File: src/rtl/serial_shift_port.sv
module serial_shift_port #(
  parameter int DW = 8
) (
  input  logic          clk,
  input  logic          rst_n,
  input  logic [1:0]    bus_addr,
  input  logic          bus_wr,
  input  logic [DW-1:0] bus_wdata,
  output logic [DW-1:0] bus_rdata,
  input  logic [1:0]    gp_out,
  input  logic [1:0]    gp_oe,
  input  logic          sk_pad_in,
  input  logic          si_pad_in,
  output logic [1:0]    pad_out,
  output logic [1:0]    pad_oe
);
  localparam int NW = $clog2(DW + 1);

  logic [DW-1:0] sr;
  logic [1:0]    div;
  logic          route, alt, slave;
  logic          busy, pend, ph, rxb;
  logic [1:0]    hcnt;
  logic [NW-1:0] nbits;
  logic [2:0]    sks;

  logic [1:0] half_m1;
  assign half_m1 = (div == 2'd0) ? 2'd0 : (div == 2'd1) ? 2'd1 : 2'd3;

  logic tick_m, ext_edge, ext_act, do_sample, do_shift, wr_idle, sk_int;
  assign tick_m    = busy & ~slave & (hcnt == half_m1);
  assign ext_edge  = sks[2] ^ sks[1];
  assign ext_act   = sks[1] ^ alt;
  assign do_sample = busy & ~ph & (slave ? (ext_edge & ext_act) : tick_m);
  assign do_shift  = busy & ph & (slave ? (ext_edge & ~ext_act) : tick_m);
  assign wr_idle   = bus_wr & ~busy;
  assign sk_int    = (busy & ~slave & ph) ^ alt;

  always_ff @(posedge clk or negedge rst_n) begin
    if (!rst_n) begin
      sr    <= '0;
      div   <= '0;
      route <= 1'b0;
      alt   <= 1'b0;
      slave <= 1'b0;
      busy  <= 1'b0;
      pend  <= 1'b0;
      ph    <= 1'b0;
      rxb   <= 1'b0;
      hcnt  <= '0;
      nbits <= '0;
      sks   <= '0;
    end else begin
      sks <= {sks[1:0], sk_pad_in};
      if (busy && !slave) hcnt <= tick_m ? 2'd0 : hcnt + 2'd1;
      if (bus_wr && bus_addr == 2'd2 && bus_wdata[1]) pend <= 1'b0;
      if (wr_idle) begin
        case (bus_addr)
          2'd0: sr <= bus_wdata;
          2'd1: begin
            div   <= bus_wdata[1:0];
            route <= bus_wdata[2];
            alt   <= bus_wdata[3];
            slave <= bus_wdata[4];
          end
          2'd2: if (bus_wdata[0]) begin
            busy  <= 1'b1;
            hcnt  <= '0;
            ph    <= 1'b0;
            nbits <= '0;
          end
          default: ;
        endcase
      end
      if (do_sample) begin
        ph  <= 1'b1;
        rxb <= si_pad_in;
      end
      if (do_shift) begin
        ph    <= 1'b0;
        sr    <= {sr[DW-2:0], rxb};
        nbits <= nbits + 1'b1;
        if (nbits == NW'(DW - 1)) begin
          busy  <= 1'b0;
          pend  <= 1'b1;
          nbits <= '0;
        end
      end
    end
  end

  always_comb begin
    bus_rdata = '0;
    case (bus_addr)
      2'd0: bus_rdata = sr;
      2'd1: bus_rdata[4:0] = {slave, alt, route, div};
      2'd2: bus_rdata[1:0] = {pend, busy};
      default: ;
    endcase
  end

  assign pad_out[0] = route ? sr[DW-1] : gp_out[0];
  assign pad_oe[0]  = route ? 1'b1     : gp_oe[0];
  assign pad_out[1] = route ? sk_int   : gp_out[1];
  assign pad_oe[1]  = route ? ~slave   : gp_oe[1];
endmodule


File: config.mk
export PLATFORM = sky130hd
export DESIGN_NAME = serial_shift_port
export DESIGN_NICKNAME = d
export VERILOG_FILES = /design/src/rtl/serial_shift_port.sv
export SDC_FILE = /design/constraint.sdc
export NUM_CORES = 1
export LEC_CHECK = 0
export CAP_MARGIN = 20
export CORE_MARGIN = 4
export CORE_UTILIZATION = 50
export CTS_CLUSTER_SIZE = 28
export DETAILED_ROUTE_END_ITERATION = 16
export PLACE_DENSITY_LB_ADDON = 0.2
export SLEW_MARGIN = 20
export SYNTH_ARGS = -nofsm -noshare
export SYNTH_HDL_FRONTEND = slang
export SYNTH_SLANG_ARGS = --single-unit
File: constraint.sdc
create_clock -name clk -period 2.05 [get_ports clk]
set_input_delay 0.3075 -clock clk [delete_from_list [all_inputs] [get_ports clk]]
set_output_delay 0.3075 -clock clk [all_outputs]
set_load 0.005 [all_outputs]
-- Word level (Yosys, flattened, before mapping)
Cells that the tools add are included.
- register bits after elaboration: 26
- output and inout port bits: 12
- word-level logic and storage cells: 90
- input port bits: 19
- add/subtract/negate cells: 2
- reduce and logical (&&, ||, !) cells: 17
- multiplexer cells: 37
- bitwise gates (word level): 17
- equality and inequality tests: 5
- operators by type and width (operator ; number):
    two-way mux 8 bit ; 3
    two-way mux 4 bit ; 5
    two-way mux 1 bit ; 19
    two-way mux 2 bit ; 7
    AND 1 bit ; 10
    nonzero test 3 bit ; 3
    nonzero test 2 bit ; 4
    one-hot mux 2 bit (3 select lines) ; 1
    one-hot mux 3 bit (2 select lines) ; 1
    AND reduction 3 bit ; 2
    adder 4 x 1 -> 4 bit (second input constant) ; 1
    == test 2 x 1 -> 1 bit (second input constant) ; 2
    == test 4 x 3 -> 1 bit (second input constant) ; 1
    zero test 2 bit ; 2
    NOT 1 bit ; 4
    AND reduction 2 bit ; 2
    logical AND 1 bit ; 3
    two-way mux 3 bit ; 1
    bitwise XOR 1 bit ; 3
    adder 2 x 1 -> 2 bit (second input constant) ; 1
    == test 2 bit ; 1
    == test 2 bit (second input constant) ; 1
    zero test 1 bit ; 1

-- Longest topological paths before layout
Gate-level depths: netlist of the first run.
- depth in word-level cells: 10
- gate-level depth with buffers: 5
- mapped depth without buffers: 5

-- Worst setup path before layout of the first run
OpenSTA, ideal clock, no wires.
- path type: reg-to-reg
- start: register busy
- end: register sr[6]
- required time: 1923 ps
- buffers on the path: 0
- setup time: 127 ps
- period minus slack after synthesis: 1678 ps
- slack: 372 ps
- data arrival time: 1550 ps
- cell stages (with the launch flop): 5
- path through: dfrtp_1 nand2b_4 nor3_4 mux2_1 mux2_1
- word-level cells in the longest chain between the ends: 6
- elaborated cells on any way between the ends: 11
- classes of those cells: 2 x mux; 6 x bitwise; 3 x reduce/logical
- RTL lines (item ; line ; source):
    start: declaration ; 22 ; logic busy, pend, ph, rxb;
    start signal: assignment ; 46 ; busy <= 1'b0;
    start signal: assignment ; 67 ; busy <= 1'b1;
    start signal: assignment ; 84 ; busy <= 1'b0;
    AND 1 bit (2 in a row) ; 31 ; assign tick_m = busy & ~slave & (hcnt == half_m1);
    two-way mux 1 bit ; 35 ; assign do_shift = busy & ph & (slave ? (ext_edge & ~ext_act) : tick_m);
    AND 1 bit ; 35 ;
    nonzero test 2 bit (no line) ; - ;
    AND reduction 2 bit (no line) ; - ;
    end signal: assignment ; 59 ; 2'd0: sr <= bus_wdata;
    end signal: assignment ; 81 ; sr <= {sr[DW-2:0], rxb};
    end: declaration ; 19 ; logic [DW-1:0] sr;
Parallel ways exist; a longest one is shown, timed or not.
A chain may end at the register's enable or synchronous reset.

-- Worst setup path after layout of the first run
- start: register route
- end: output port pad_out[0]
- word-level cells in the longest chain between the ends: 1
- RTL lines (item ; line ; source):
    start: declaration ; 21 ; logic route, alt, slave;
    start signal: assignment ; 62 ; route <= bus_wdata[2];
    two-way mux 1 bit ; 102 ; assign pad_out[0] = route ? sr[DW-1] : gp_out[0];
    end: declaration ; 14 ; output logic [1:0] pad_out,
No other way between the ends.

==> results.toml, run 1 <==
[logic_synthesis]
synth_edf_count = 0
yosys_warnings = 0
synth_area_mm2 = 0.00147
synthFlopType = "dfrtp_1"
yosysSeqAreaShare_pct = 44.4
synth-seq-cells = 26
synth_cell_types = 41
syn_inst = 139
synth.avg_cell_area_um2 = 10.5
synth_fp_nets = 159
synthArstFlopShare_pct = 100

[critical_path]
worstSetupStartpointType = "register"
r2r_setup_slack_ns = 0.28
cp_top_family = "flip-flops"
crit_path_end_kind = "output pin"
r2r-end = "sr[6]"
crit_fanout = 7
slowest_stage = "dfrtp_1"
path_buf_inv = 1
required_ns = 1.74
cpPeakStageDelay_ns = 0.50
timing.rr.start = "busy"
critical_path_class = "register to output pin"
crit_chain = "mux2_1 -> clkdlybuf4s50_1"
arrival_ns = 1.59
reg2regPathDepth = 5

[clocking]
clk_latency_ns = 0.32
cts_buffer_depth = 2
cts_hold_buf = 0
clock-sinks = 26
cts_buffers = 3
tritoncts = "done"
cts_root_buf = "clkbuf_4"
htree_levels = 1
path_clk_slew_ns = 0.15

[sta]
whs_ns = 0.331
setup_viol = 0
final.period_utilization_pct = 92.8
fin_setup_tns_ns = 0
rsz0062_at_grt = "no"
relSlewSlack_pct = 73.0
slew_viol_final = 0
period_minus_slack_ns = 1.90
tightest_slew_ns = 0.405
finalClockSkew_ns = 0.0118
fmax_ghz = 0.526
hold_violations = 0

[drt]
viasPerCell = 5.84
routedWlPerCell_um = 16.6
drt_iter0_drc = 68
dr.pass1.iters = 4
drc = 0
route.met2.wl_um = 1740
wl_met3_um = 203
via_count = 1243
top_layer_used = "met4"
m1WireLength_um = 1570
ant_nets = 0
routed_wl_um = 3550

[flow_run]
maxCapViolCount = 0

[die]
die_area_mm2 = 0.00386
core_mm2 = 0.00278
initial_core_util_pct = 52.7
pin_count = 31
rows = 19
die_w_um = 62.2
die_h_um = 62.2

[pwr]
ir_worst_vdd_v = 0.000974
p_leak_uw = 0.000797
power_density_mw_per_mm2 = 1300
switchingPower_uw = 992
p_comb_share_pct = 51.5
clkPwrFrac_pct = 10.4
intPower_uw = 1500
power_uw = 2490
seq_power_share_pct = 38.1
switching_share_pct = 39.9

[min_path]
hp-class = "input pin to asynchronous set/reset pin"

[finish]
syn_to_final_growth_pct = 30.5
final_cell_mix = "clkdlybuf4s50_1 (27), dfrtp_1 (26), mux2i_1 (15), buf_4 (15), a21oi_1 (10)"
final_layout_size_suffix_gt1_share_pct = 15.4
antenna_cells = 0
layout_commonest_cell = "clkdlybuf4s50_1"
fin_nets = 203

[global_route]
grt.total_usage_pct = 18.7
grt_pass1_wl_um = 5990
first_global_vias = 1219
grt_start_max_net_pins = 27
antenna_found_initial = 0
overflow = 0

[placed_design]
gp_congestion = 0.810
place.port_buffers = 30
dpl.hpwl_um = 2660

[outcome]
status = "finished, final reports clean"
layout make-up:
type / count / area (µm²)
timing repair buffer: 45 / 409
multi-input combinational: 102 / 759
sequential: 26 / 651
tap: 31 / 38.8
clock buffer: 4 / 36.3
inverter: 5 / 18.8
fill: 224 / 868
what timing repair did:
item | in CTS | in global routing
gates resized for setup | 4 | 0
endpoints found under the setup margin | 6 | 0
setup buffers | 1 | 0
kinds of logic after synthesis:
logic type	after synthesis	synth area share [%]
buffers and inverters	11	4.01
and+or+nand+nor	48	20.0
xor gates and xnor gates	2	1.19
adders and majority gates	1	0.853
AOI/OAI and AO/OA	27	12.5
DFF	26	44.4
muxes	24	17.2
cell usage after synthesis (2+ instances only):
library cell,number,area [µm²]
dfrtp_1,26,651
mux2i_1,15,150
a21oi_1,10,50.1
nand2_1,9,33.8
nor2_1,9,33.8
mux2_1,8,90.1
nor3_1,7,35.0
inv_1,5,18.8
and2_1,3,18.8
nand2b_1,3,18.8
nor2b_1,3,18.8
o21ai_1,3,15.0
o221ai_1,3,26.3
a31o_1,2,17.5
buf_2,2,10.0
buf_4,2,15.0
nand3_1,2,10.0
nor3b_2,2,25.0
o31ai_1,2,15.0
or4_1,2,15.0
per-layer routing:
layer	track usage [%]	vias up
met1	25.3	602
met2	30.1	44
met5	0	-
met3	3.78	4
li1	-	593
met4	5.42	0
state kept, by name (all words and copies together) (netlist names), 2 cells and up:
| name | flops |
|---|---|
| nbits | 4 |
| div | 2 |
| hcnt | 2 |
| sks | 3 |
| sr | 8 |
worst max path at each step:
stage	start	to	slack, ns	cells past startpoint
2_1_floorplan	busy	sr[6]	0.37	4
3_3_place_gp	bus_addr[0]	bus_rdata[0]	0.02	6
3_5_place_dp	bus_addr[0]	nbits[3]	-0.04	7
4_1_cts	route	pad_out[0]	0.12	2
5_1_grt	route	pad_out[0]	0.06	2
6_report	route	pad_out[0]	0.15	2
power by group through the flow:
stage | clock network (µW) | logic [µW] | registers [µW]
finish | 260 | 1280 | 949
CTS | 261 | 1280 | 944
detailed placement | 0 | 1270 | 955
global route | 282 | 1420 | 981
floorplan | 0 | 857 | 898
global placement | 0 | 1210 | 944
metrics by stage:
step	setup slack (ns)	instance area, µm²	cells	utilization (%)
finish	0.148	1910	213	68.8
floorplan	0.372	1470	139	-
detailed placement	-0.0391	1870	208	67.3
CTS	0.125	1910	213	68.8
global placement	0.0192	1870	208	67.3
global route	0.0632	1910	213	68.8
(Power assumes the default switching activity.)
==> inputs of run 2 (changes only) <==
Settings changed: CTS_CLUSTER_DIAMETER from default to 80.
==> results of run 2 <==
The final DEF is identical to that of run 1; final timing and power are the same.
==> inputs of run 3 (changes only) <==
--- a/config.mk
+++ b/config.mk
@@ -13,4 +13,6 @@
 export DETAILED_ROUTE_END_ITERATION = 16
 export PLACE_DENSITY_LB_ADDON = 0.2
+export RECOVER_POWER = 25
+export SKIP_CTS_REPAIR_TIMING = 1
 export SLEW_MARGIN = 20
 export SYNTH_ARGS = -nofsm -noshare
==> constraint.sdc (replaced) <==
create_clock -name clk -period 2.05 [get_ports clk]
set_input_delay 0.5125 -clock clk [delete_from_list [all_inputs] [get_ports clk]]
set_output_delay 0.5125 -clock clk [all_outputs]
set_load 0.005 [all_outputs]
==> run 3 against run 2 <==
Effect of this change:
- first-iteration DRC count shrank 1.5%
- clock-buffer cell count did not move
- sequential share of layout area shrank 1.6 points
- routed wire length about the same
- die area did not move
- via count rose by 2.5%
- clock power about the same
- non-clock buffer count is 9 higher
- sequential power hardly changed
- register-to-register slack got worse by 0.04 ns
- critical path depth is 3 higher
- critical endpoint is now bus_rdata[7]
- largest cell class unchanged
- highest routed layer unchanged
==> results.toml, run 3 (synthesis results as in run 1) <==
[outcome]
status = "finished, final reports clean"

[drt]
drt_iter0_drc = 67
drc = 0
ant_nets = 0
via_count = 1274
routedWlPerCell_um = 16.0
routed_wl_um = 3550
dr.pass1.iters = 4
viasPerCell = 5.74

[die]
die_area_mm2 = 0.00386
pin_count = 31
core_mm2 = 0.00278
die_h_um = 62.2
initial_core_util_pct = 52.7
rows = 19
die_w_um = 62.2

[global_route]
grt_start_max_net_pins = 27
grt.total_usage_pct = 18.3
first_global_vias = 1277
grt_pass1_wl_um = 5870
grt-busiest-layer = "met2"
antenna_found_initial = 0
overflow = 0
grt_use_met1_pct = 23.5
grtUsageMet3_pct = 3.06
globalRouteMet2Util_pct = 30.4

[sta]
final.period_utilization_pct = 96.3
finalClockSkew_ns = 0.00903
tightest_slew_ns = 0.643
hold_violations = 0
fmax_ghz = 0.506
setup_viol = 0
relSlewSlack_pct = 57.1
period_minus_slack_ns = 1.97
rsz0062_at_grt = "yes"
setup_ws_ns = 0.0755
slew_viol_final = 0

[critical_path]
arrival_ns = 1.46
required_ns = 1.54
critical_path_class = "input pin to output pin"
crit_fanout = 4
crit_path_end_kind = "output pin"
worstSetupStartpointType = "input pin"

[finish]
antenna_cells = 0
top_register = "sr"
fin_nets = 212
final_cell_mix = "dfrtp_1 (24), buf_4 (21), mux2i_1 (15), clkdlybuf4s50_1 (15)"
fillers = 209
register_area_um2 = 653
reg_top3 = "sr (8), nbits (4), sks (3)"
syn_to_final_growth_pct = 37.5
layout_commonest_cell = "dfrtp_1"
multi_input_area_um2 = 774
final_layout_size_suffix_gt1_share_pct = 23.0
largest_reg_flops = 8

[placed_design]
gp_congestion = 0.847
dpl.hpwl_um = 2680
place.port_buffers = 30
dp_slack_ns = -0.421

[flow_run]
maxCapViolCount = 0

[clocking]
cts_buffer_depth = 2
cts_root_buf = "clkbuf_4"
clock-sinks = 26
cts_buffers = 3
clk_latency_ns = 0.32
path_clk_slew_ns = 0.13
tritoncts = "done"
htree_levels = 1

[pwr]
ir_worst_vdd_v = 0.00102
p_leak_uw = 0.000962
power_density_mw_per_mm2 = 1260
power_uw = 2530

[min_path]
hp-class = "register to register"
run 3: stage by stage:
step	hold slack (ns)	instances	utilization, %	instance area [µm²]	TNS [ns]
2_1_floorplan	0.217	139	-	1470	0
3_3_place_gp	0.337	214	68.9	1920	-3.87
3_5_place_dp	0.344	214	68.9	1920	-4.22
4_1_cts	0.375	218	70.2	1950	-3.61
5_1_grt	0.391	222	72.5	2020	-0.00571
6_report	0.371	222	72.5	2020	0
run 3: final timing paths:
kind                        startpoint  cells after the start  slack (ns)           end
min reg2reg                     sks[0]                      0        0.37        sks[1]
max                        bus_addr[0]                      5        0.08  bus_rdata[7]
max reg2reg                       busy                      5        0.24         sr[6]
min                             sks[0]                      0        0.37        sks[1]
min in group asynchronous        rst_n                      2        0.72      nbits[0]
max in group asynchronous        rst_n                      2        0.87           alt
run 3: report_power, final:
group          internal [µW]  switching (µW)  leakage, µW
Clock                    108             150    0.0000210
Sequential               733             215     0.000300
Combinational            696             630     0.000642
Total                   1540             995     0.000962
run 3: cell type report:
cell class,count,area share [%]
tap,31,1.92
timing repair buffer,54,24.6
sequential,26,32.4
clock buffer,4,1.80
multi-input combinational,102,38.4
inverter,5,0.931
run 3: metal layers:
layer / wire length [µm] / vias up
li1: - / 608
met1: 1600 / 620
met2: 1750 / 44
met3: 180 / 2
met4: 19 / 0
met5: 0 / -
run 3: worst max-delay path, cell delays in order:
cell,delay (ns)
clkbuf_2,0.12
buf_6,0.13
nor2_4,0.07
and2_1,0.13
clkdlybuf4s50_1,0.50
